`src/rtl/wbuf_pkg.sv`:
```
package wbuf_pkg;
  localparam int ADDR_W  = 32;
  localparam int LINE_B  = 32;
  localparam int WORD_B  = 4;
  localparam int OFF_W   = $clog2(LINE_B);
  localparam int LANE_W  = $clog2(WORD_B);
  localparam int WSEL_W  = OFF_W - LANE_W;
  localparam int LINE_W  = ADDR_W - OFF_W;

  typedef logic [LINE_W-1:0]     line_t;
  typedef logic [LINE_B*8-1:0]   ldata_t;
  typedef logic [LINE_B-1:0]     lmask_t;
  typedef logic [WORD_B*8-1:0]   word_t;
  typedef logic [WORD_B-1:0]     be_t;
  typedef logic [WSEL_W-1:0]     wsel_t;

  function automatic line_t line_of(input logic [ADDR_W-1:0] a);
    return a[ADDR_W-1:OFF_W];
  endfunction

  function automatic wsel_t word_of(input logic [ADDR_W-1:0] a);
    return a[OFF_W-1:LANE_W];
  endfunction

  // place a word's byte enables at its slot in the line mask
  function automatic lmask_t spread_be(input wsel_t w, input be_t be);
    lmask_t m;
    m = '0;
    m[w*WORD_B +: WORD_B] = be;
    return m;
  endfunction

  function automatic ldata_t spread_data(input word_t d);
    return {(LINE_B/WORD_B){d}};
  endfunction

  function automatic word_t pick_word(input ldata_t d, input wsel_t w);
    return d[w*WORD_B*8 +: WORD_B*8];
  endfunction

  function automatic be_t pick_be(input lmask_t m, input wsel_t w);
    return m[w*WORD_B +: WORD_B];
  endfunction
endpackage

```
`src/rtl/wbuf_slot.sv`:
```
module wbuf_slot
  import wbuf_pkg::*;
(
  input  logic   clk,
  input  logic   rst_n,
  input  logic   wr,
  input  logic   wr_new,
  input  line_t  wr_line,
  input  lmask_t wr_bm,
  input  ldata_t wr_bytes,
  input  logic   clr,
  output logic   valid,
  output line_t  line,
  output ldata_t data,
  output lmask_t mask
);
  always_ff @(posedge clk) begin
    if (!rst_n) begin
      valid <= 1'b0;
      line  <= '0;
      data  <= '0;
      mask  <= '0;
    end else if (clr) begin
      valid <= 1'b0;
      mask  <= '0;
    end else if (wr) begin
      if (wr_new) begin
        valid <= 1'b1;
        line  <= wr_line;
        mask  <= wr_bm;
      end else begin
        mask  <= mask | wr_bm;
      end
      for (int b = 0; b < LINE_B; b++) begin
        if (wr_bm[b]) data[b*8 +: 8] <= wr_bytes[b*8 +: 8];
      end
    end
  end

  // a slot is never written in the cycle it retires
  assert_no_write_on_clear_R10: assert property (@(posedge clk) disable iff (!rst_n)
    !(clr && wr));

  // merging never touches an empty slot
  assert_merge_into_live_R3: assert property (@(posedge clk) disable iff (!rst_n)
    (wr && !wr_new) |-> valid);
endmodule

```
`src/rtl/wbuf_drain.sv`:
```
module wbuf_drain (
  input  logic clk,
  input  logic rst_n,
  input  logic has_entry,
  input  logic rd_busy,
  input  logic dr_ready,
  output logic dr_valid,
  output logic pop
);
  logic started;

  assign dr_valid = has_entry && (!rd_busy || started);
  assign pop      = dr_valid && dr_ready;

  always_ff @(posedge clk) begin
    if (!rst_n) started <= 1'b0;
    else        started <= dr_valid && !dr_ready;
  end

  assert_hold_offer_R8: assert property (@(posedge clk) disable iff (!rst_n)
    (dr_valid && !dr_ready) |=> dr_valid);

  assert_start_when_idle_R8: assert property (@(posedge clk) disable iff (!rst_n)
    (dr_valid && !$past(dr_valid)) |-> !rd_busy);
endmodule

```
`src/rtl/wbuf_fwd.sv`:
```
module wbuf_fwd
  import wbuf_pkg::*;
#(
  parameter int N     = 4,
  parameter int PTR_W = $clog2(N)
) (
  input  logic             clk,
  input  logic             rst_n,
  input  logic             slot_valid [N],
  input  line_t            slot_line  [N],
  input  ldata_t           slot_data  [N],
  input  lmask_t           slot_mask  [N],
  input  logic [PTR_W-1:0] head,
  input  logic             ld_valid,
  input  line_t            ld_line,
  input  wsel_t            ld_word,
  input  be_t              ld_be,
  output logic             ld_hit,
  output logic             ld_stall,
  output word_t            ld_data
);
  logic             match;
  be_t              cov;
  word_t            acc;
  logic [PTR_W-1:0] idx;
  be_t              wm;
  word_t            wd;

  // walk oldest to newest so younger bytes win
  always_comb begin
    match = 1'b0;
    cov   = '0;
    acc   = '0;
    idx   = '0;
    wm    = '0;
    wd    = '0;
    for (int k = 0; k < N; k++) begin
      idx = head + PTR_W'(k);
      if (slot_valid[idx] && slot_line[idx] == ld_line) begin
        match = 1'b1;
        wm = pick_be(slot_mask[idx], ld_word);
        wd = pick_word(slot_data[idx], ld_word);
        for (int b = 0; b < WORD_B; b++) begin
          if (wm[b] && ld_be[b]) begin
            cov[b] = 1'b1;
            acc[b*8 +: 8] = wd[b*8 +: 8];
          end
        end
      end
    end
  end

  assign ld_hit   = ld_valid && match && (cov == ld_be);
  assign ld_stall = ld_valid && match && (cov != ld_be);
  assign ld_data  = ld_valid ? acc : '0;

  assert_hit_stall_exclusive_R6: assert property (@(posedge clk) disable iff (!rst_n)
    !(ld_hit && ld_stall));

  assert_quiet_without_probe_R7: assert property (@(posedge clk) disable iff (!rst_n)
    !ld_valid |-> (!ld_hit && !ld_stall && ld_data == '0));
endmodule

```
`src/rtl/store_merge_buf.sv`:
```
module store_merge_buf
  import wbuf_pkg::*;
#(
  parameter int ENTRIES = 4
) (
  input  logic                   clk,
  input  logic                   rst_n,
  input  logic                   st_valid,
  output logic                   st_ready,
  input  logic [ADDR_W-1:0]      st_addr,
  input  logic [WORD_B*8-1:0]    st_data,
  input  logic [WORD_B-1:0]      st_be,
  input  logic                   ld_valid,
  input  logic [ADDR_W-1:0]      ld_addr,
  input  logic [WORD_B-1:0]      ld_be,
  output logic                   ld_hit,
  output logic                   ld_stall,
  output logic [WORD_B*8-1:0]    ld_data,
  input  logic                   rd_busy,
  output logic                   dr_valid,
  input  logic                   dr_ready,
  output logic [LINE_W-1:0]      dr_line,
  output logic [LINE_B*8-1:0]    dr_data,
  output logic [LINE_B-1:0]      dr_mask
);
  localparam int PTR_W = $clog2(ENTRIES);
  localparam int CNT_W = PTR_W + 1;

  logic             slot_valid [ENTRIES];
  line_t            slot_line  [ENTRIES];
  ldata_t           slot_data  [ENTRIES];
  lmask_t           slot_mask  [ENTRIES];

  logic [PTR_W-1:0] head;
  logic [CNT_W-1:0] count;
  logic [PTR_W-1:0] tail;
  logic             pop;
  logic             lock;

  line_t            st_line;
  logic             st_open;     // an unlocked slot holds this line
  logic [PTR_W-1:0] st_idx;
  logic             st_fire;
  logic             st_merge;
  logic             st_alloc;
  lmask_t           st_bm;
  ldata_t           st_bytes;
  logic             buf_full;

  assign st_line  = line_of(st_addr);
  assign st_bm    = spread_be(word_of(st_addr), st_be);
  assign st_bytes = spread_data(st_data);
  assign tail     = head + count[PTR_W-1:0];
  assign buf_full = (count == CNT_W'(ENTRIES));
  assign lock     = dr_valid;

  always_comb begin
    st_open = 1'b0;
    st_idx  = '0;
    for (int i = 0; i < ENTRIES; i++) begin
      if (slot_valid[i] && slot_line[i] == st_line &&
          !(lock && PTR_W'(i) == head)) begin
        st_open = 1'b1;
        st_idx  = PTR_W'(i);
      end
    end
  end

  assign st_ready = st_open || !buf_full;
  assign st_fire  = st_valid && st_ready;
  assign st_merge = st_fire && st_open;
  assign st_alloc = st_fire && !st_open;

  for (genvar g = 0; g < ENTRIES; g++) begin : g_slot
    logic wr_g;
    logic clr_g;
    assign wr_g  = (st_merge && st_idx == PTR_W'(g)) || (st_alloc && tail == PTR_W'(g));
    assign clr_g = pop && head == PTR_W'(g);
    wbuf_slot u_slot (
      .clk      (clk),
      .rst_n    (rst_n),
      .wr       (wr_g),
      .wr_new   (st_alloc),
      .wr_line  (st_line),
      .wr_bm    (st_bm),
      .wr_bytes (st_bytes),
      .clr      (clr_g),
      .valid    (slot_valid[g]),
      .line     (slot_line[g]),
      .data     (slot_data[g]),
      .mask     (slot_mask[g])
    );
  end

  wbuf_drain u_drain (
    .clk       (clk),
    .rst_n     (rst_n),
    .has_entry (count != '0),
    .rd_busy   (rd_busy),
    .dr_ready  (dr_ready),
    .dr_valid  (dr_valid),
    .pop       (pop)
  );

  assign dr_line = slot_line[head];
  assign dr_data = slot_data[head];
  assign dr_mask = slot_mask[head];

  always_ff @(posedge clk) begin
    if (!rst_n) begin
      head  <= '0;
      count <= '0;
    end else begin
      if (pop) head <= head + 1'b1;
      count <= count + CNT_W'(st_alloc) - CNT_W'(pop);
    end
  end

  wbuf_fwd #(.N(ENTRIES)) u_fwd (
    .clk        (clk),
    .rst_n      (rst_n),
    .slot_valid (slot_valid),
    .slot_line  (slot_line),
    .slot_data  (slot_data),
    .slot_mask  (slot_mask),
    .head       (head),
    .ld_valid   (ld_valid),
    .ld_line    (line_of(ld_addr)),
    .ld_word    (word_of(ld_addr)),
    .ld_be      (ld_be),
    .ld_hit     (ld_hit),
    .ld_stall   (ld_stall),
    .ld_data    (ld_data)
  );

  assert_no_overflow_R11: assert property (@(posedge clk) disable iff (!rst_n)
    st_alloc |-> !buf_full);

  assert_count_bounded_R11: assert property (@(posedge clk) disable iff (!rst_n)
    count <= CNT_W'(ENTRIES));

  assert_offer_nonempty_R2: assert property (@(posedge clk) disable iff (!rst_n)
    dr_valid |-> (dr_mask != '0 && slot_valid[head]));

  assert_locked_payload_R10: assert property (@(posedge clk) disable iff (!rst_n)
    (dr_valid && !dr_ready) |=> ($stable(dr_line) && $stable(dr_mask) && $stable(dr_data)));

  assert_oldest_first_R9: assert property (@(posedge clk) disable iff (!rst_n)
    pop |=> (count == $past(count) - CNT_W'(1) + CNT_W'($past(st_alloc))));
endmodule

```
`config.mk`:
```
export PLATFORM = sky130hd
export DESIGN_NAME = store_merge_buf
export DESIGN_NICKNAME = d
export VERILOG_FILES = /design/src/rtl/wbuf_pkg.sv /design/src/rtl/wbuf_slot.sv /design/src/rtl/wbuf_drain.sv /design/src/rtl/wbuf_fwd.sv /design/src/rtl/store_merge_buf.sv
export SDC_FILE = /design/constraint.sdc
export NUM_CORES = 2
export LEC_CHECK = 0
export ABC_CLOCK_PERIOD_IN_PS = 5500
export BUFFER_PORTS_ARGS = -buffer_cell sky130_fd_sc_hd__buf_2
export CAP_MARGIN = 20
export CORE_UTILIZATION = 40
export DETAILED_ROUTE_END_ITERATION = 6
export SLEW_MARGIN = 0
export SYNTH_ARGS = -nofsm -noshare
export SYNTH_HDL_FRONTEND = slang
export SYNTH_SLANG_ARGS = --single-unit
```
`constraint.sdc`:
```
create_clock -name clk -period 5.5 [get_ports clk]
set_clock_uncertainty 0.1 [all_clocks]
set_input_delay 0.55 -clock clk [delete_from_list [all_inputs] [get_ports clk]]
set_output_delay 0.55 -clock clk [all_outputs]
set_load 0.05 [all_outputs]
```
# == Word level (Yosys, flattened, before mapping) ==
# Cells that the tools add are included.
# W data, S select, Z words.
# op_classes
n_div,0
reduce_logical,211
n_addsub,7
shifts,10
mux,104
n_bitwise,14
mul,0
eq_ne,23
n_lt_le_gt_ge,4
# op_table
operator,n
$bmux W256 S2,4
$mux W256,8
$shiftx A256 B9 Y32,4
$mux W32,17
$reduce_and A3 Y1,132
$bmux W32 S2,4
$bmux W27 S2,4
$eq A27 B27 Y1,8
$mux W27,8
$mux W8,16
$or A32 B32 Y32,4
$shiftx A32 B6 Y4,4
$logic_and A1 B1 Y1,53
$neg A5 Y34,1
$shift A4 B34 Y32 const A,1
$shiftx A4 B34 Y32,1
$mux W1,33
$and A32 B32 Y32,1
$mux W4,4
$eq A2 B2 Y1 const B,6
$ge A3 B3 Y1 const B,4
$not A2 Y3,4
$bmux W1 S2,4
$logic_not A1 Y1,8
other kinds (18),40
# totals
wordCells,516
regBits,1270
romBits,0
output_inout_bits,351
mem_bits_rw,0
memories,0
inputBits,110
latch_bits,0

# == Depth between registers and ports, before layout ==
# logic_depth
ltp_word,16
mapped_depth,24
mapped_depth_nobuf,12

# == Modules after synthesis ==
# A second synthesis with hierarchy kept.
# unflattened
hier_cells,9771
area_unflattened_um2,100478.9
# by_module_without_submodules
mod,seq_area_each_um2,instances,area_each_um2,cells_each
wbuf_slot,6326.1,4,12981.2,1416
wbuf_fwd,0.0,1,38654.6,3391
store_merge_buf,100.1,1,9841.9,711
wbuf_drain,20.0,1,57.6,5

# == Least setup slack after synthesis ==
# No wires, ideal clock.
# synth_path
path_kind,register to output
from,register head[0]
to,output port ld_data[26]
required_ns,4.850
path_buffers,13
setup_slack_ns,-0.462
arrival_time_ns,5.312
path_stages_with_launch,24
cell_sequence,dfxtp_1 buf_6 inv_2 buf_4 buf_2 buf_4 buf_2 buf_2 ha_1 buf_6 buf_12 buf_12 buf_12 buf_6 mux2i_1 xnor2_1 o2111ai_1 nor3_1 nor2_1 or4_1 buf_2 nor4bb_1 buf_6 a211oi_1
# synth_via
word_cells_on_any_way,84
classes_between,add/sub: 3; eq/ne: 4; shift: 8; mux: 57; bitwise: 4; reduce/logical: 8
# synth_rtl
item,line_no,rtl
start: declaration,store_merge_buf.sv:34,logic [PTR_W-1:0] head;
start signal: assignment,store_merge_buf.sv:114,if (pop) head <= head + 1'b1;
$add A2 B2 Y2 *,wbuf_fwd.sv:38,idx = head + PTR_W'(k);
named net u_fwd.idx[0],wbuf_fwd.sv:25,logic [PTR_W-1:0] idx;
$not A2 Y3 (implied by the code) *,"wbuf_fwd.sv:39, wbuf_fwd.sv:41, wbuf_fwd.sv:42",
"parallel branches: the longest is 6 deep, another holds $bmux W256 S2",n/a,
$mux W32 *,wbuf_fwd.sv:39,if (slot_valid[idx] && slot_line[idx] == ld_line) begin
$mux W32 *,wbuf_fwd.sv:55,assign ld_data = ld_valid ? acc : '0;
end: declaration,store_merge_buf.sv:18,"output logic [WORD_B*8-1:0] ld_data,"
# Mark *: on every way through the listed nets, which the timed path passes. The select of a mux whose other input is x is not followed.

# == Worst setup path in the final report ==
# layout_path
from,register head[0]
to,output port ld_data[30]
# layout_via
elab_chain_cells,15
word_cells_on_any_way,84
classes_between,add/sub: 3; eq/ne: 4; shift: 8; mux: 57; bitwise: 4; reduce/logical: 8
# layout_lines
item,line_no
"parallel branches: the longest is 13 deep, another holds $add A2 B1 Y2",n/a
$mux W32 *,wbuf_fwd.sv:39
$mux W32 *,wbuf_fwd.sv:55
# Mark *: on every way between the ends. The select of a mux whose other input is x is not followed.

==> insert_results.sql <==
INSERT INTO impl_metrics (metric_group, metric, value, unit) VALUES
('grt', 'grt_start_max_net_pins', '268', ''),
('critical_path', 'cp_top_family', 'compound AO/OA/AOI/OAI gates', ''),
('drt', 'routed_wire_length', '348000', 'um'),
('sta', 'max_slew_margin', '0.238', ''),
('grt', 'globalRoute.totalOverflow', '0', ''),
('critical_path', 'cp_cell_sequence', 'inv_4 -> ha_4 -> buf_12 -> buf_8 -> mux2i_1 -> a21oi_1 -> a31oi_1 -> nor4_4 -> buf_4 -> buf_4 -> a31o_2 -> nand2b_1 -> buf_4 -> o221a_4 -> a211oi_4 -> buf_12', ''),
('logic_synthesis', 'synth.yosys.seq_area_share', '0.275', ''),
('floorplan', 'placement_rows', '176', ''),
('critical_path', 'worst_r2r_endpoint', 'g_slot[3].u_slot.data[169]', ''),
('drt', 'drc_errors', '0', ''),
('grt', 'grt_first_pass_wirelength', '500000', 'um'),
('floorplan', 'core_region_area', '230000', 'um^2'),
('sta', 'rsz0062_at_grt', 'true', ''),
('final_layout', 'postLayoutCoreUtil', '0.456', ''),
('status', 'violations', 'negative setup slack', ''),
('grt', 'vias_in_the_first_global_route', '68710', ''),
('min_path', 'timing.hold.worst_path_depth', '2', ''),
('critical_path', 'regToRegSetupSlack', '0.93', 'ns'),
('sta', 'finalWorstSetupSlack', '-0.00734', 'ns'),
('power', 'p_switching', '10.2', 'mW'),
('critical_path', 'crit_path_end_kind', 'primary output', ''),
('floorplan', 'io_pins', '461', ''),
('job', 'drv.max_cap_violation_count', '0', ''),
('drt', 'dr_total_vias', '71998', ''),
('critical_path', 'rr_startpoint', 'g_slot[3].u_slot.line[5]', ''),
('logic_synthesis', 'yosys_most_used_dff', 'sky130_fd_sc_hd__dfxtp_1', ''),
('clocking', 'numCtsBuffers', '156', ''),
('final_layout', 'final_layout_size_suffix_gt1_frac', '0.341', ''),
('power', 'power-per-cell-area', '282', 'nW/um^2'),
('power', 'clock_power_share', '0.381', ''),
('logic_synthesis', 'synth.avg_cell_area', '12.1', 'um^2'),
('final_layout', 'area_growth', '13.4', '%'),
('min_path', 'hp-start', 'rst_n', ''),
('drt', 'drtPass1Iterations', '6', ''),
('drt', 'ant_nets', '0', ''),
('power', 'intPower', '19.4', 'mW'),
('sta', 'finalSetupViolations', '4', ''),
('critical_path', 'critical_path.slowest_cell', 'sky130_fd_sc_hd__a31oi_1', ''),
('logic_synthesis', 'synth.yosys.warnings', '0', ''),
('clocking', 'clk_pin_slew_worst_paths', '0.06', 'ns'),
('placement', 'gp_congestion', '1.00', ''),
('clocking', 'cts.sink_count', '1270', ''),
('placement', 'dp_hpwl', '228000', 'um'),
('critical_path', 'path_buf_inv', '7', ''),
('sta', 'final_min_period_over_clock_period', '1.00', ''),
('logic_synthesis', 'synth_seq_cells', '1270', ''),
('drt', 'dr.first_iter.drc_count', '8369', ''),
('min_path', 'min_to', 'g_slot[0].u_slot.line[25]', ''),
('power', 'comb_power_share', '0.291', ''),
('clocking', 'cts_tree', 'done', ''),
('logic_synthesis', 'yosysUniqueCellTypes', '100', ''),
('final_layout', 'num-nets-final', '7883', ''),
('drt', 'viasPerCell', '6.58', ''),
('critical_path', 'r2r.worst_path.cells', '10', ''),
('placement', 'portBuffers', '456', ''),
('logic_synthesis', 'mappedNetlistArea', '92500', 'um^2'),
('placement', 'place_area', '97300', 'um^2'),
('clocking', 'root_buffer', 'sky130_fd_sc_hd__clkbuf_16', ''),
('power', 'ir_worst_vdd', '354', 'uV'),
('logic_synthesis', 'postSynth.asyncResetShare', '0', ''),
('power', 'leakagePower', '37.5', 'nW'),
('clocking', 'max-clock-path-buffers', '3', ''),
('critical_path', 'timing.critical_path.required', '4.85', 'ns'),
('sta', 'period_minus_slack', '5.51', 'ns'),
('power', 'pwr-share-seq', '0.328', ''),
('critical_path', 'startpoint_to_endpoint_class_of_the_critical_path', 'reg2out', ''),
('critical_path', 'worst-path-max-fanout', '12', ''),
('clocking', 'htreeDepth', '4', ''),
('status', 'status', 'finished, violations left', ''),
('critical_path', 'cp-start-kind', 'flip-flop', ''),
('min_path', 'min-delay-path-class', 'in2reg', '');
-- cell families after synthesis --
family	count (synthesis)	share of synthesized area
xor gates and xnor gates	206	0.0195
DFF	1270	0.275
buffers and inverters	858	0.0466
muxes	2693	0.488
AOI/OAI and AO/OA	576	0.0475
adders and majority gates	13	0.00184
and+or+nand+nor	2036	0.122
-- cell type report --
| cell class | count | area [um^2] |
|---|---|---|
| Multi-Input combinational cell | 5524 | 63500 |
| Clock inverter | 81 | 1170 |
| Clock buffer | 209 | 4390 |
| Sequential cell | 1270 | 25400 |
| Antenna cell | 22 | 55.1 |
| Timing Repair Buffer | 773 | 6440 |
| Fill cell | 20834 | 125000 |
| Inverter | 35 | 159 |
| Tap cell | 3026 | 3790 |
-- flip-flops by register name, summed over array words and instances (netlist names) --
name	count
g_slot.u_slot.data	1024
g_slot.u_slot.mask	128
g_slot.u_slot.line	108
g_slot.u_slot.valid	4
count	3
head	2
u_drain.started	1
-- power by group through the flow --
| stage | clock network [mW] | registers (mW) | logic [mW] |
|---|---|---|---|
| 6_report | 11.3 | 9.73 | 8.61 |
| 5_1_grt | 11.8 | 9.74 | 9.00 |
| 4_1_cts | 11.4 | 9.71 | 8.41 |
| 3_5_place_dp | 0 | 9.91 | 7.97 |
| 3_3_place_gp | 0 | 9.90 | 7.87 |
| 2_1_floorplan | 0 | 9.76 | 6.23 |
-- Yosys cell counts, drive strengths merged, types with 23 or more instances --
cell / n / area [um^2]
mux4: 1445 / 32600
a21oi: 39 / 203
nor2b: 985 / 6160
a22oi: 141 / 1090
a31oi: 23 / 156
and3: 45 / 282
o21ai: 47 / 235
and2: 35 / 219
xor2: 29 / 254
clkbuf: 376 / 1420
a211oi: 31 / 258
inv: 34 / 128
dfxtp: 1270 / 25400
a21boi: 160 / 1200
nand4: 53 / 353
nor2: 236 / 886
buf: 446 / 2760
mux2i: 1197 / 12000
nor4: 25 / 199
xnor2: 177 / 1550
nand2: 365 / 1420
mux2: 51 / 574
nor3: 36 / 337
nand3: 196 / 986
-- per-layer routing --
layer,share of wire,global-route usage
met2,0.44,0.427
met5,0.00059,0
met4,0.046,0.123
met1,0.40,0.391
met3,0.12,0.0901
-- how the worst max path moves through the flow --
| stage | startpoint | endpoint | slack [ns] | depth (start not counted) |
|---|---|---|---|---|
| 3_3_place_gp | head[1] | ld_data[9] | 0.26 | 14 |
| 2_1_floorplan | head[0] | ld_data[24] | -0.02 | 23 |
| 5_1_grt | head[0] | ld_data[2] | -0.04 | 17 |
| 3_5_place_dp | head[0] | ld_data[12] | 0.19 | 14 |
| 6_report | head[0] | ld_data[30] | -0.007 | 16 |
| 4_1_cts | head[0] | ld_data[0] | -0.06 | 18 |
-- timing repair --
| item | in CTS | in global routing |
|---|---|---|
| resized for setup | 120 | 64 |
| hold buffers | 26 | 0 |
| setup buffers | 13 | 16 |
| pin swaps | 20 | 23 |
| cloned | 14 | 5 |
| hold endpoints to repair | 98 | 0 |
| endpoints found under the setup margin | 34 | 34 |
-- metrics by stage --
stage | TNS (ns) | std cells | hold slack (ns) | power, mW
2_1_floorplan | -0.0970 | 7652 | 0.362 | 16.0
3_3_place_gp | 0 | 10555 | 0.379 | 17.8
3_5_place_dp | 0 | 10555 | 0.396 | 17.9
4_1_cts | -0.232 | 10898 | 0.00288 | 29.6
5_1_grt | -0.238 | 10926 | 0.0371 | 30.5
6_report | -0.0123 | 10940 | 0.0368 | 29.6
(Power assumes the default switching activity.)
